$ cat src/rtl/irq_router_pkg.sv
package irq_router_pkg;
  typedef enum logic {
    TRIG_EDGE  = 1'b0,
    TRIG_LEVEL = 1'b1
  } trig_e;
endpackage

$ cat src/rtl/irq_chan_latch.sv
module irq_chan_latch
  import irq_router_pkg::*;
(
  input  logic clk,
  input  logic rst_n,
  input  logic fire_i,
  input  logic clear_i,
  input  logic trig_i,
  output logic active_o
);
  logic held_q;
  logic pulse_q;
  trig_e kind;

  assign kind = trig_e'(trig_i);

  always_ff @(posedge clk) begin
    if (!rst_n) begin
      held_q  <= 1'b0;
      pulse_q <= 1'b0;
    end else begin
      if (clear_i)                            held_q <= 1'b0;
      else if (fire_i && kind == TRIG_LEVEL)  held_q <= 1'b1;
      pulse_q <= fire_i && (kind == TRIG_EDGE) && !clear_i;
    end
  end

  assign active_o = held_q | pulse_q;

  // a level fire raises the request next cycle
  p_level_set_r2: assert property (@(posedge clk) disable iff (!rst_n)
    (fire_i && kind == TRIG_LEVEL && !clear_i) |=> active_o);
  // a held request persists without a clear
  p_level_hold_r2: assert property (@(posedge clk) disable iff (!rst_n)
    (held_q && !clear_i) |=> held_q);
  // a pulse never outlives its strobe
  p_pulse_single_r3: assert property (@(posedge clk) disable iff (!rst_n)
    (pulse_q && !fire_i) |=> !pulse_q);
  // clear wins over a simultaneous fire
  p_clear_wins_r4: assert property (@(posedge clk) disable iff (!rst_n)
    clear_i |=> !held_q);
endmodule

$ cat src/rtl/irq_route_sel.sv
module irq_route_sel #(
  parameter int unsigned NUM_LINES = 24,
  parameter int unsigned ROUTE_W   = 5,
  parameter int unsigned CH_IDX    = 0,
  parameter int unsigned LEG0_LINE = 0,
  parameter int unsigned LEG1_LINE = 8
) (
  input  logic                 clk,
  input  logic                 rst_n,
  input  logic [ROUTE_W-1:0]   route_i,
  input  logic                 takeover_i,
  input  logic                 active_i,
  output logic [NUM_LINES-1:0] hit_o
);
  logic [ROUTE_W-1:0] route_q;
  logic [ROUTE_W-1:0] eff_route;

  always_ff @(posedge clk) begin
    if (!rst_n) route_q <= '0;
    else        route_q <= route_i;
  end

  generate
    if (CH_IDX == 0) begin : g_pin0
      assign eff_route = takeover_i ? ROUTE_W'(LEG0_LINE) : route_q;
    end else if (CH_IDX == 1) begin : g_pin1
      assign eff_route = takeover_i ? ROUTE_W'(LEG1_LINE) : route_q;
    end else begin : g_free
      assign eff_route = route_q;
    end
  endgenerate

  for (genvar l = 0; l < NUM_LINES; l++) begin : g_dec
    assign hit_o[l] = active_i && (eff_route == ROUTE_W'(l));
  end

  // a channel reaches at most one wire
  p_one_wire_r6: assert property (@(posedge clk) disable iff (!rst_n)
    $onehot0(hit_o));
  // an inactive channel reaches no wire
  p_idle_silent_r6: assert property (@(posedge clk) disable iff (!rst_n)
    !active_i |-> (hit_o == '0));

  if (CH_IDX == 0) begin : g_a0
    // pinned wire in takeover mode
    p_pin0_r5: assert property (@(posedge clk) disable iff (!rst_n)
      (takeover_i && active_i) |-> hit_o[LEG0_LINE]);
  end else if (CH_IDX == 1) begin : g_a1
    // pinned wire in takeover mode
    p_pin1_r5: assert property (@(posedge clk) disable iff (!rst_n)
      (takeover_i && active_i) |-> hit_o[LEG1_LINE]);
  end
endmodule

$ cat src/rtl/irq_legacy_ctl.sv
module irq_legacy_ctl (
  input  logic clk,
  input  logic rst_n,
  input  logic mode_i,
  input  logic pit_i,
  input  logic rtc_i,
  output logic takeover_o,
  output logic pit_en_o,
  output logic pit_line_o,
  output logic rtc_line_o
);
  logic mode_q;
  logic pit_seen_q;
  logic pit_line_q;
  logic rtc_keep_q;
  logic mode_flip;

  assign mode_flip = mode_q != mode_i;

  always_ff @(posedge clk) begin
    if (!rst_n) begin
      mode_q     <= 1'b0;
      pit_seen_q <= 1'b0;
      pit_line_q <= 1'b0;
      rtc_keep_q <= 1'b0;
    end else begin
      mode_q     <= mode_i;
      pit_seen_q <= pit_i;
      rtc_keep_q <= rtc_i;
      if (mode_flip)                            pit_line_q <= 1'b0;
      else if (!mode_i && pit_i != pit_seen_q)  pit_line_q <= pit_i;
    end
  end

  assign takeover_o = mode_q;
  assign pit_en_o   = !mode_q;
  assign pit_line_o = pit_line_q;
  assign rtc_line_o = !mode_q && rtc_keep_q;

  // entry silences both older sources and drops the PIT enable
  p_enter_r10: assert property (@(posedge clk) disable iff (!rst_n)
    (mode_i && !mode_q) |=> (!pit_en_o && !pit_line_o && !rtc_line_o));
  // exit raises the enable and leaves the PIT wire low
  p_exit_r11: assert property (@(posedge clk) disable iff (!rst_n)
    (!mode_i && mode_q) |=> (pit_en_o && !pit_line_o));
  // exit restores the recorded RTC level
  p_rtc_restore_r9: assert property (@(posedge clk) disable iff (!rst_n)
    (!mode_i && mode_q) |=> (rtc_line_o == $past(rtc_i)));
  // PIT input cannot move its wire during takeover
  p_pit_frozen_r10: assert property (@(posedge clk) disable iff (!rst_n)
    (mode_i && mode_q) |=> !pit_line_o);
endmodule

$ cat src/rtl/irq_line_router.sv
module irq_line_router #(
  parameter int unsigned NUM_CH    = 4,
  parameter int unsigned NUM_LINES = 24,
  parameter int unsigned LEG0_LINE = 0,
  parameter int unsigned LEG1_LINE = 8,
  localparam int unsigned ROUTE_W  = $clog2(NUM_LINES)
) (
  input  logic                             clk,
  input  logic                             rst_n,
  input  logic [NUM_CH-1:0]                ch_fire_i,
  input  logic [NUM_CH-1:0]                ch_clear_i,
  input  logic [NUM_CH-1:0]                ch_trig_i,
  input  logic [NUM_CH-1:0][ROUTE_W-1:0]   ch_route_i,
  input  logic                             legacy_mode_i,
  input  logic                             pit_irq_i,
  input  logic                             rtc_irq_i,
  output logic [NUM_LINES-1:0]             irq_o,
  output logic                             pit_enable_o
);
  logic                             takeover;
  logic                             pit_line;
  logic                             rtc_line;
  logic [NUM_CH-1:0]                ch_active;
  logic [NUM_CH-1:0][NUM_LINES-1:0] ch_hits;
  logic [NUM_LINES-1:0]             chan_or;

  irq_legacy_ctl u_legacy (
    .clk        (clk),
    .rst_n      (rst_n),
    .mode_i     (legacy_mode_i),
    .pit_i      (pit_irq_i),
    .rtc_i      (rtc_irq_i),
    .takeover_o (takeover),
    .pit_en_o   (pit_enable_o),
    .pit_line_o (pit_line),
    .rtc_line_o (rtc_line)
  );

  for (genvar c = 0; c < NUM_CH; c++) begin : g_ch
    irq_chan_latch u_latch (
      .clk      (clk),
      .rst_n    (rst_n),
      .fire_i   (ch_fire_i[c]),
      .clear_i  (ch_clear_i[c]),
      .trig_i   (ch_trig_i[c]),
      .active_o (ch_active[c])
    );
    irq_route_sel #(
      .NUM_LINES (NUM_LINES),
      .ROUTE_W   (ROUTE_W),
      .CH_IDX    (c),
      .LEG0_LINE (LEG0_LINE),
      .LEG1_LINE (LEG1_LINE)
    ) u_sel (
      .clk        (clk),
      .rst_n      (rst_n),
      .route_i    (ch_route_i[c]),
      .takeover_i (takeover),
      .active_i   (ch_active[c]),
      .hit_o      (ch_hits[c])
    );
  end

  always_comb begin
    chan_or = '0;
    for (int c = 0; c < NUM_CH; c++) chan_or |= ch_hits[c];
  end

  always_comb begin
    irq_o            = chan_or;
    irq_o[LEG0_LINE] = chan_or[LEG0_LINE] | pit_line;
    irq_o[LEG1_LINE] = chan_or[LEG1_LINE] | rtc_line;
  end

  // quiet wires and enabled PIT straight after reset
  p_reset_r1: assert property (@(posedge clk)
    !rst_n |=> (irq_o == '0 && pit_enable_o));
  // a wire never rises with no channel active and no older source on it
  p_or_r7: assert property (@(posedge clk) disable iff (!rst_n)
    (ch_active == '0 && !pit_line && !rtc_line) |-> (irq_o == '0));
endmodule

$ cat config.mk
export PLATFORM = sky130hd
export DESIGN_NAME = irq_line_router
export DESIGN_NICKNAME = d
export VERILOG_FILES = /design/src/rtl/irq_router_pkg.sv /design/src/rtl/irq_chan_latch.sv /design/src/rtl/irq_route_sel.sv /design/src/rtl/irq_legacy_ctl.sv /design/src/rtl/irq_line_router.sv
export SDC_FILE = /design/constraint.sdc
export NUM_CORES = 1
export LEC_CHECK = 0
export BUFFER_PORTS_ARGS = -buffer_cell sky130_fd_sc_hd__buf_4
export CORE_MARGIN = 5
export CORE_UTILIZATION = 50
export DETAILED_ROUTE_END_ITERATION = 6
export GPL_ROUTABILITY_DRIVEN = 0
export GPL_TIMING_DRIVEN = 0
export MAX_ROUTING_LAYER = met4
export PLACE_DENSITY = 0.8
export SYNTH_ARGS = -nofsm -noshare
export SYNTH_HDL_FRONTEND = slang
export SYNTH_SLANG_ARGS = --single-unit
$ cat constraint.sdc
create_clock -name clk -period 3.8 [get_ports clk]
set_input_delay 0.38 -clock clk [delete_from_list [all_inputs] [get_ports clk]]
set_output_delay 0.38 -clock clk [all_outputs]
set_load 0.02 [all_outputs]
---- Word-level counts from Yosys, hierarchy flattened ----
Cells that the tools add are included.
storage, ports and cells
  register bits ........................... 32
  output and inout bits ................... 25
  word-level logic and storage cells ...... 251
cells by class
  equality and inequality tests ........... 94
  multiplexer cells ....................... 2
  bitwise logic cells ..................... 14
  reduce and logical (&&, ||, !) cells .... 125
operators with widths
  operator                                             count
  equality test 5 x 4 -> 1 bit, second input constant  32
  equality test 5 bit, second input constant           32
  logical AND 1 bit                                    110
  equality test 5 x 3 -> 1 bit, second input constant  16
  bitwise OR 24 bit                                    3
  equality test 5 x 2 -> 1 bit, second input constant  8
  equality test 5 x 1 -> 1 bit, second input constant  4
  zero test 5 bit                                      4
  two-way mux 5 bit                                    2
  OR reduction 2 bit                                   5
  zero test 1 bit                                      6
  bitwise OR 1 bit                                     6
  inverter 1 bit                                       5
  inequality test 1 bit                                2

---- Depth between registers and ports, before layout ----
Gate-level depths: netlist of the first run.
  depth in word-level cells ............... 7
  mapped depth ............................ 5
  gate-level depth less buffers ........... 4

---- By module ----
A second synthesis of the first run with hierarchy kept.
second synthesis, totals
  cell total of the unflattened synthesis .. 263
  area total of the unflattened synthesis .. 2,139.6 um2
by module, submodules not included
  module                             times used  cells each  area each (um2)
  irq_route_sel (g_ch[2].u_sel ...)  2           45          309.0
  irq_route_sel (g_ch[0].u_sel)      1           52          454.2
  irq_route_sel (g_ch[1].u_sel)      1           54          436.7
  irq_chan_latch                     4           6           71.3
  irq_line_router                    1           28          190.2
  irq_legacy_ctl                     1           15          155.1

---- Least setup slack after synthesis of the first run ----
OpenSTA, ideal clock, no wires.
  path kind ............................... register to output
  start point ............................. register g_ch[1].u_sel.route_q[0]
  end point ............................... output port irq_o[1]
  data arrival time ....................... 1.484 ns
  data required time ...................... 3.420 ns
  slack ................................... 1.936 ns
  cell stages (with the launch flop) ...... 4
  path buffers ............................ 0
  cell sequence ........................... dfxtp_1 -> or3b_1 -> or3_4 -> o221ai_1
on the way
  cells in the longest elaborated chain, start to end .. 6
RTL lines
  what                            RTL line               text
  start: declaration              irq_route_sel.sv:15    logic [ROUTE_W-1:0] route_q;
  start signal: assignment        irq_route_sel.sv:20    else route_q <= route_i;
  two-way mux 5 bit               irq_route_sel.sv:27    assign eff_route = takeover_i ? ROUTE_W'(LEG1_LINE) : route_q;
  equality test 5 x 1 -> 1 bit    irq_route_sel.sv:34    assign hit_o[l] = active_i && (eff_route == ROUTE_W'(l));
  logical AND 1 bit               irq_route_sel.sv:34
  bitwise OR 24 bit (3 in a row)  irq_line_router.sv:66  for (int c = 0; c < NUM_CH; c++) chan_or |= ch_hits[c];
  end: declaration                irq_line_router.sv:17  output logic [NUM_LINES-1:0] irq_o,
Every way passes these cells.

---- Worst setup path in the final report of the first run ----
  start point ............................. register u_legacy.mode_q, in the netlist u_legacy.takeover_o
  end point ............................... output port irq_o[2]
on the way
  cells in the longest elaborated chain, start to end .. 6
  elaborated cells on any way between the ends .. 9
RTL lines
  what                                         RTL line                                  text
  start: declaration                           irq_legacy_ctl.sv:12                      logic mode_q;
  start signal: assignment                     irq_legacy_ctl.sv:27                      mode_q <= mode_i;
  two-way mux 5 bit, on equally long branches  irq_route_sel.sv:25, irq_route_sel.sv:27
  equality test 5 x 2 -> 1 bit                 irq_route_sel.sv:34
  logical AND 1 bit                            irq_route_sel.sv:34
  bitwise OR 24 bit (*) (3 in a row)           irq_line_router.sv:66
Mark *: on every way between the ends. The rest lies on a longest branch, timed or not.

==> flow_summary_export.csv, run 1 <==
group,metric,value,unit
outcome,status,"complete, no violations",
sta,finClkSkew,0.001422,ns
logic_synthesis,synth_common_cells,"32 x dfxtp_1, 23 x and2_1, 17 x o221ai_1",
clock_network,clk_pin_slew,0.06,ns
finish,final_util,67.70,%
place,hpwl,4.198,mm
logic_synthesis,ys.warnings.count,0,
logic_synthesis,yosysUniqueCellTypes,43,
worst_setup_path,rrSetupSlack,2.77,ns
logic_synthesis,syn_nets,247,
sta,fmax,400.4,MHz
floorplan,num_io_pins,62,
finish,final_nets,315,
pwr,combPwrFrac,15.6,%
sta,finalSetupViolations,0,
pwr,p_sw,0.1892,mW
pwr,pwr-share-seq,48.6,%
drt,antenna_left,0,
clock_network,tritoncts,"done",
logic_synthesis,synth_area,1827,sq um
floorplan,core_area,3606,sq um
logic_synthesis,synth.most_common_cell,"dfxtp_1",
pwr,powerDensity,312.9,nW/um^2
hold_path,hold_path_class,"in2reg",
logic_synthesis,synth_top_area_share,35.07,%
worst_setup_path,cp_data_arrival_time,2.12,ns
pwr,p_int,0.5746,mW
finish,drive_gt1_share,28.42,%
finish,syn_to_final_growth,33.63,%
clock_network,clock-sinks,32,
worst_setup_path,worstRegToRegCells,3,
sta,drv_slew,0,
drt,wl_per_cell,16.41,um
grt,grt_remaining_overflow,0,
drt,drt_first_pass_iters,7,
finish,antennaDiodeCount,0,
logic_synthesis,async_flop_share,0,%
worst_setup_path,end_kind,"output pin",
logic_synthesis,synth-edff-count,0,
drt,drc,0,
sta,rsz0062_at_grt,"false",
sta,maxSlewHeadroom,46.93,%
worst_setup_path,crit_path_start_kind,"register",
logic_synthesis,syn_inst,210,
pwr,switching_share,24.77,%
logic_synthesis,yosysSeqAreaShare,35.07,%
worst_setup_path,crit_type,"reg2out",
grt,antenna_found_initial,0,
clock_network,hold_buffers,0,
pwr,clkPwrFrac,35.7,%
clock_network,cts_buffers,5,
logic_synthesis,yosysTopAreaCell,"dfxtp_1",
clock_network,cts-root-buf,"clkbuf_8",
clock_network,htreeDepth,2,
sta,setup-tns-final,0,ns
drt,num_vias,1994,
pwr,leakage,0.9822,nW
floorplan,start_util,50.66,%
drt,viasPerCell,6.117,
clock_network,ctsResizeCount,0,
worst_setup_path,r2r-end,"u_legacy.pit_line_o",
clock_network,clock_latency,0.28,ns
worst_setup_path,cp.required,3.42,ns
place,io_buffers,61,
logic_synthesis,syn_avg_cell_area,8.699,sq um
hold_path,min_from,"ch_clear_i[3]",
pwr,ir_drop,283.8,uV
logic_synthesis,yosys_most_used_dff,"dfxtp_1",
finish,n_fill_cell,302,
grt,grt_max_degree,11,
sta,worst_slew_pin_slew,0.7888,ns
clock_network,cts_buffer_depth,2,
worst_setup_path,crit_fanout,10,
sta,hold_violations,0,
grt,grt_pass1_wl,8.010,mm
sta,timing.final.crit_share,65.72,%
floorplan,die_w,70.45,um
floorplan,rows,22,
sta,fin_crit,2.497,ns
clock_network,post-cts-setup-buffers,0,
hold_path,min_to,"g_ch[3].u_latch.held_q",
job,cap_violations,0,
drt,routed_wirelength,5.349,mm
grt,grt_pass1_vias,1742,
worst_setup_path,r2r-start,"u_legacy.takeover_o",
drt,drt_iter0_drc,269,
logic_synthesis,ys_ff_latch,32,
floorplan,dieArea,4963,sq um
hold_path,holdPathStages,2,
floorplan,die_h,70.45,um
grt,grtUsageTotal,20.93,%
logic_synthesis,yosys-top-cells-area,"dfxtp_1 35%, o221ai_1 8.2%, and2_1 7.9%, a22oi_1 5.8%, nand2b_1 3.8%",
## metal layers
layer,part of all wire [%],GRT usage (%)
met1,42,25.51
met2,47,33.16
met3,7.6,4.173
met4,3.4,9.574
met5,0,-
## cells in the final DEF, fill, tap and decap left out, types with 2 or more instances in the layout
master / n
o22ai_1: 2
nor3b_1: 8
a22oi_1: 14
nor2_1: 12
and3_1: 2
nor3_1: 3
dfxtp_1: 32
or3b_1: 4
a21oi_1: 8
nand3_1: 5
or3_1: 5
o21ai_0: 4
nor4_1: 4
a221o_1: 3
nor2b_1: 5
nor3b_2: 2
a32oi_1: 4
nand2b_1: 11
and3b_1: 2
clkbuf_8: 7
nand2_1: 7
or2_2: 3
o221ai_1: 17
buf_4: 61
clkbuf_1: 3
and2_1: 23
nor4bb_1: 4
inv_1: 6
## critical path, cell delays in order (launching register included)
cell and delay [ns]:
dfxtp_1 0.37, buf_2 0.20, nor3b_1 0.42, nor3b_2 0.40, a22oi_1 0.12, o221ai_1 0.14
buf_4 0.20
## worst max-delay path by stage
stage	from	endpoint	slack, ns	cells after the start
2_1_floorplan	g_ch[1].u_sel.route_q[0]	irq_o[1]	1.94	3
3_3_place_gp	u_legacy.takeover_o	irq_o[5]	1.67	6
3_5_place_dp	u_legacy.takeover_o	irq_o[1]	1.65	6
4_1_cts	u_legacy.takeover_o	irq_o[1]	1.35	6
5_1_grt	u_legacy.takeover_o	irq_o[5]	1.09	6
6_report	u_legacy.takeover_o	irq_o[2]	1.30	6
## power groups by stage
stage,logic [mW],clock network [mW],registers [mW]
6_report,0.119,0.273,0.371
5_1_grt,0.129,0.292,0.373
4_1_cts,0.119,0.277,0.370
3_5_place_dp,0.119,0,0.377
3_3_place_gp,0.117,0,0.377
2_1_floorplan,0.0662,0,0.372
## flip-flops by register name (all words and copies together), names as in the netlist
name and cells:
g_ch.u_sel.route_q 10, g_ch.u_latch.held_q 4, g_ch.u_sel.eff_route 10, g_ch.u_latch.pulse_q 4, u_legacy.rtc_keep_q 1, u_legacy.pit_seen_q 1, u_legacy.pit_line_o 1, u_legacy.takeover_o 1
## per-stage QoR
| step | total power [mW] | hold slack, ns | area (sq um) | setup slack [ns] | std cells |
|---|---|---|---|---|---|
| 4_1_cts | 0.7660 | 0.2654 | 2441 | 1.347 | 326 |
| 3_3_place_gp | 0.4931 | 0.5028 | 2345 | 1.673 | 319 |
| 6_report | 0.7638 | 0.2657 | 2441 | 1.303 | 326 |
| 2_1_floorplan | 0.4380 | 0.4557 | 1827 | 1.936 | 210 |
| 3_5_place_dp | 0.4961 | 0.5123 | 2345 | 1.654 | 319 |
| 5_1_grt | 0.7939 | 0.2576 | 2441 | 1.091 | 326 |
## logic make-up after synthesis
| family | after synthesis | synth area share (%) |
|---|---|---|
| fa+ha+maj | 1 | 0.5480 |
| buf+inv | 10 | 2.123 |
| simple gates | 108 | 37.60 |
| flops | 32 | 35.07 |
| compound gates | 59 | 24.66 |
## cell type report
class                           count  area (sq um)  area share (%)
Sequential cell                    32         640.6           26.24
Multi-Input combinational cell    168          1147           47.00
Inverter                            6         22.52          0.9226
Buffer                              4         16.27          0.6663
Tap cell                           48         60.06           2.460
Clock buffer                        7         96.34           3.947
Timing Repair Buffer               61         457.9           18.76
Power figures use the tool's default switching activity.
==> run 2, diff against run 1 <==
==> constraint.sdc (replaced) <==
create_clock -name clk -period 2.51 [get_ports clk]
set_input_delay 0.251 -clock clk [delete_from_list [all_inputs] [get_ports clk]]
set_output_delay 0.251 -clock clk [all_outputs]
set_load 0.02 [all_outputs]
==> run 2 against run 1 <==
- global-route usage did not move
- hold slack lost 0.13 ns
- design area grew 0.26%
- combinational power is 53% higher
- total power up 52%
- largest cell class unchanged
- critical path depth is the same
- critical path type unchanged
- routed wire length up 1.4%
- clock power grew 51%
- clock skew hardly changed
==> flow_summary_export.csv, run 2 (same netlist as run 1, synthesis figures left out) <==
group,metric,value,unit
drt,routed_wirelength,5.425,mm
grt,grt_pass1_wl,8.010,mm
pwr,ir_drop,447.7,uV
sta,finalSetupViolations,0,
clock_network,clock-sinks,32,
drt,drt_iter0_drc,260,
sta,hold_violations,0,
clock_network,htreeDepth,2,
drt,drt_first_pass_iters,5,
drt,drc,0,
finish,layout.cells.most_common,"buf_4",
clock_network,cts_buffer_depth,2,
drt,num_vias,1998,
clock_network,cts-root-buf,"clkbuf_8",
drt,viasPerCell,6.129,
finish,n_fill_cell,303,
hold_path,holdPathStages,2,
grt,grt_max_degree,11,
finish,final_nets,315,
grt,grt_pass1_vias,1742,
hold_path,hold_path_class,"in2reg",
grt,antenna_found_initial,0,
worst_setup_path,worstRegToRegCells,3,
floorplan,dieArea,4963,sq um
clock_network,clk_pin_slew,0.06,ns
floorplan,core_area,3606,sq um
clock_network,clock_latency,0.28,ns
place,place_area,2345,sq um
outcome,status,"complete, no violations",
finish,drive_gt1_share,28.78,%
place,dp_cells,319,
sta,worst_slew_pin_slew,0.8019,ns
worst_setup_path,cp.required,2.26,ns
place,io_buffers,61,
sta,rsz0062_at_grt,"false",
pwr,powerDensity,472.8,nW/um^2
worst_setup_path,cp_data_arrival_time,2.15,ns
pwr,leakage,0.9826,nW
floorplan,die_h,70.45,um
floorplan,die_w,70.45,um
grt,grt_remaining_overflow,0,
drt,antenna_left,0,
finish,antennaDiodeCount,0,
pwr,finalPower,1.157,mW
finish,stdcell_area,2447,sq um
finish,mostFrequentLayoutCells,"61 x buf_4, 32 x dfxtp_1, 23 x and2_1",
floorplan,start_util,50.66,%
worst_setup_path,crit_path_start_kind,"register",
sta,fin_crit,2.399,ns
worst_setup_path,end_kind,"output pin",
drt,wl_per_cell,16.64,um
worst_setup_path,r2r-start,"u_legacy.takeover_o",
worst_setup_path,crit_path_start,"u_legacy.takeover_o",
worst_setup_path,crit_fanout,10,
sta,maxSlewHeadroom,46.05,%
grt,grtUsageTotal,20.93,%
clock_network,cts_buffers,5,
worst_setup_path,crit_type,"reg2out",
job,cap_violations,0,
floorplan,num_io_pins,62,
hold_path,min_from,"ch_clear_i[3]",
sta,setup-tns-final,0,ns
sta,fmax,416.9,MHz
finish,final_cells,326,
sta,finClkSkew,0.0009756,ns
floorplan,rows,22,
finish,syn_to_final_growth,33.97,%
clock_network,tritoncts,"done",
sta,timing.final.crit_share,95.57,%
sta,drv_slew,0,
place,hpwl,4.198,mm
-- run 2: changes by cell type in the layout (fill, tap and decap cells not counted) --
cell and change:
nor4_1 -1, nor4_2 +1
-- run 2: layout make-up --
cell class                      instances  area [sq um]  area share, %
Buffer                                  4         16.27         0.6646
Clock buffer                            7         96.34          3.937
Inverter                                6         22.52         0.9202
Multi-Input combinational cell        168          1154          47.14
Sequential cell                        32         640.6          26.18
Tap cell                               48         60.06          2.454
Timing Repair Buffer                   61         457.9          18.71
-- run 2: routing by layer --
metal  part of all wire (%)  track usage (%)  wire, um
met2                     48            33.16      2604
met4                    2.6            9.574       140
met1                     42            25.51      2261
met3                    7.7            4.173       418
met5                      0                -         0
-- run 2: final timing paths --
path	to	slack [ns]
setup / recovery	irq_o[6]	0.11
hold reg to reg	g_ch[0].u_latch.held_q	0.51
hold / removal	g_ch[3].u_latch.held_q	0.14
setup reg to reg	u_legacy.pit_line_o	1.47
-- run 2: report_power, final --
part / switching [mW] / leakage [nW] / internal (mW)
combinational: 0.0882 / 0.667 / 0.0935
sequential: 0.0303 / 0.265 / 0.533
clock: 0.169 / 0.0503 / 0.244
-- run 2: repair_timing --
item | 4_1_cts | 5_1_grt
hold buffers | 0 | 0
setup endpoints to repair | 0 | 3
buffers inserted | 0 | 0
resized for setup | 0 | 1
-- run 2: worst max-delay path: stages (launching register included) --
cell and delay (ns):
dfxtp_1 0.37, buf_2 0.20, nor3b_1 0.44, nor3b_2 0.40, a22oi_1 0.12, o221ai_1 0.14
buf_4 0.20
-- run 2: per-stage QoR --
stage          setup slack (ns)  hold slack (ns)  utilization (%)
2_1_floorplan            0.7753           0.3267                -
3_3_place_gp             0.5122           0.4258            65.02
3_5_place_dp             0.4933           0.4266            65.02
4_1_cts                  0.1860           0.1364            67.70
5_1_grt                 0.06257           0.1286            67.87
6_report                 0.1113           0.1364            67.87
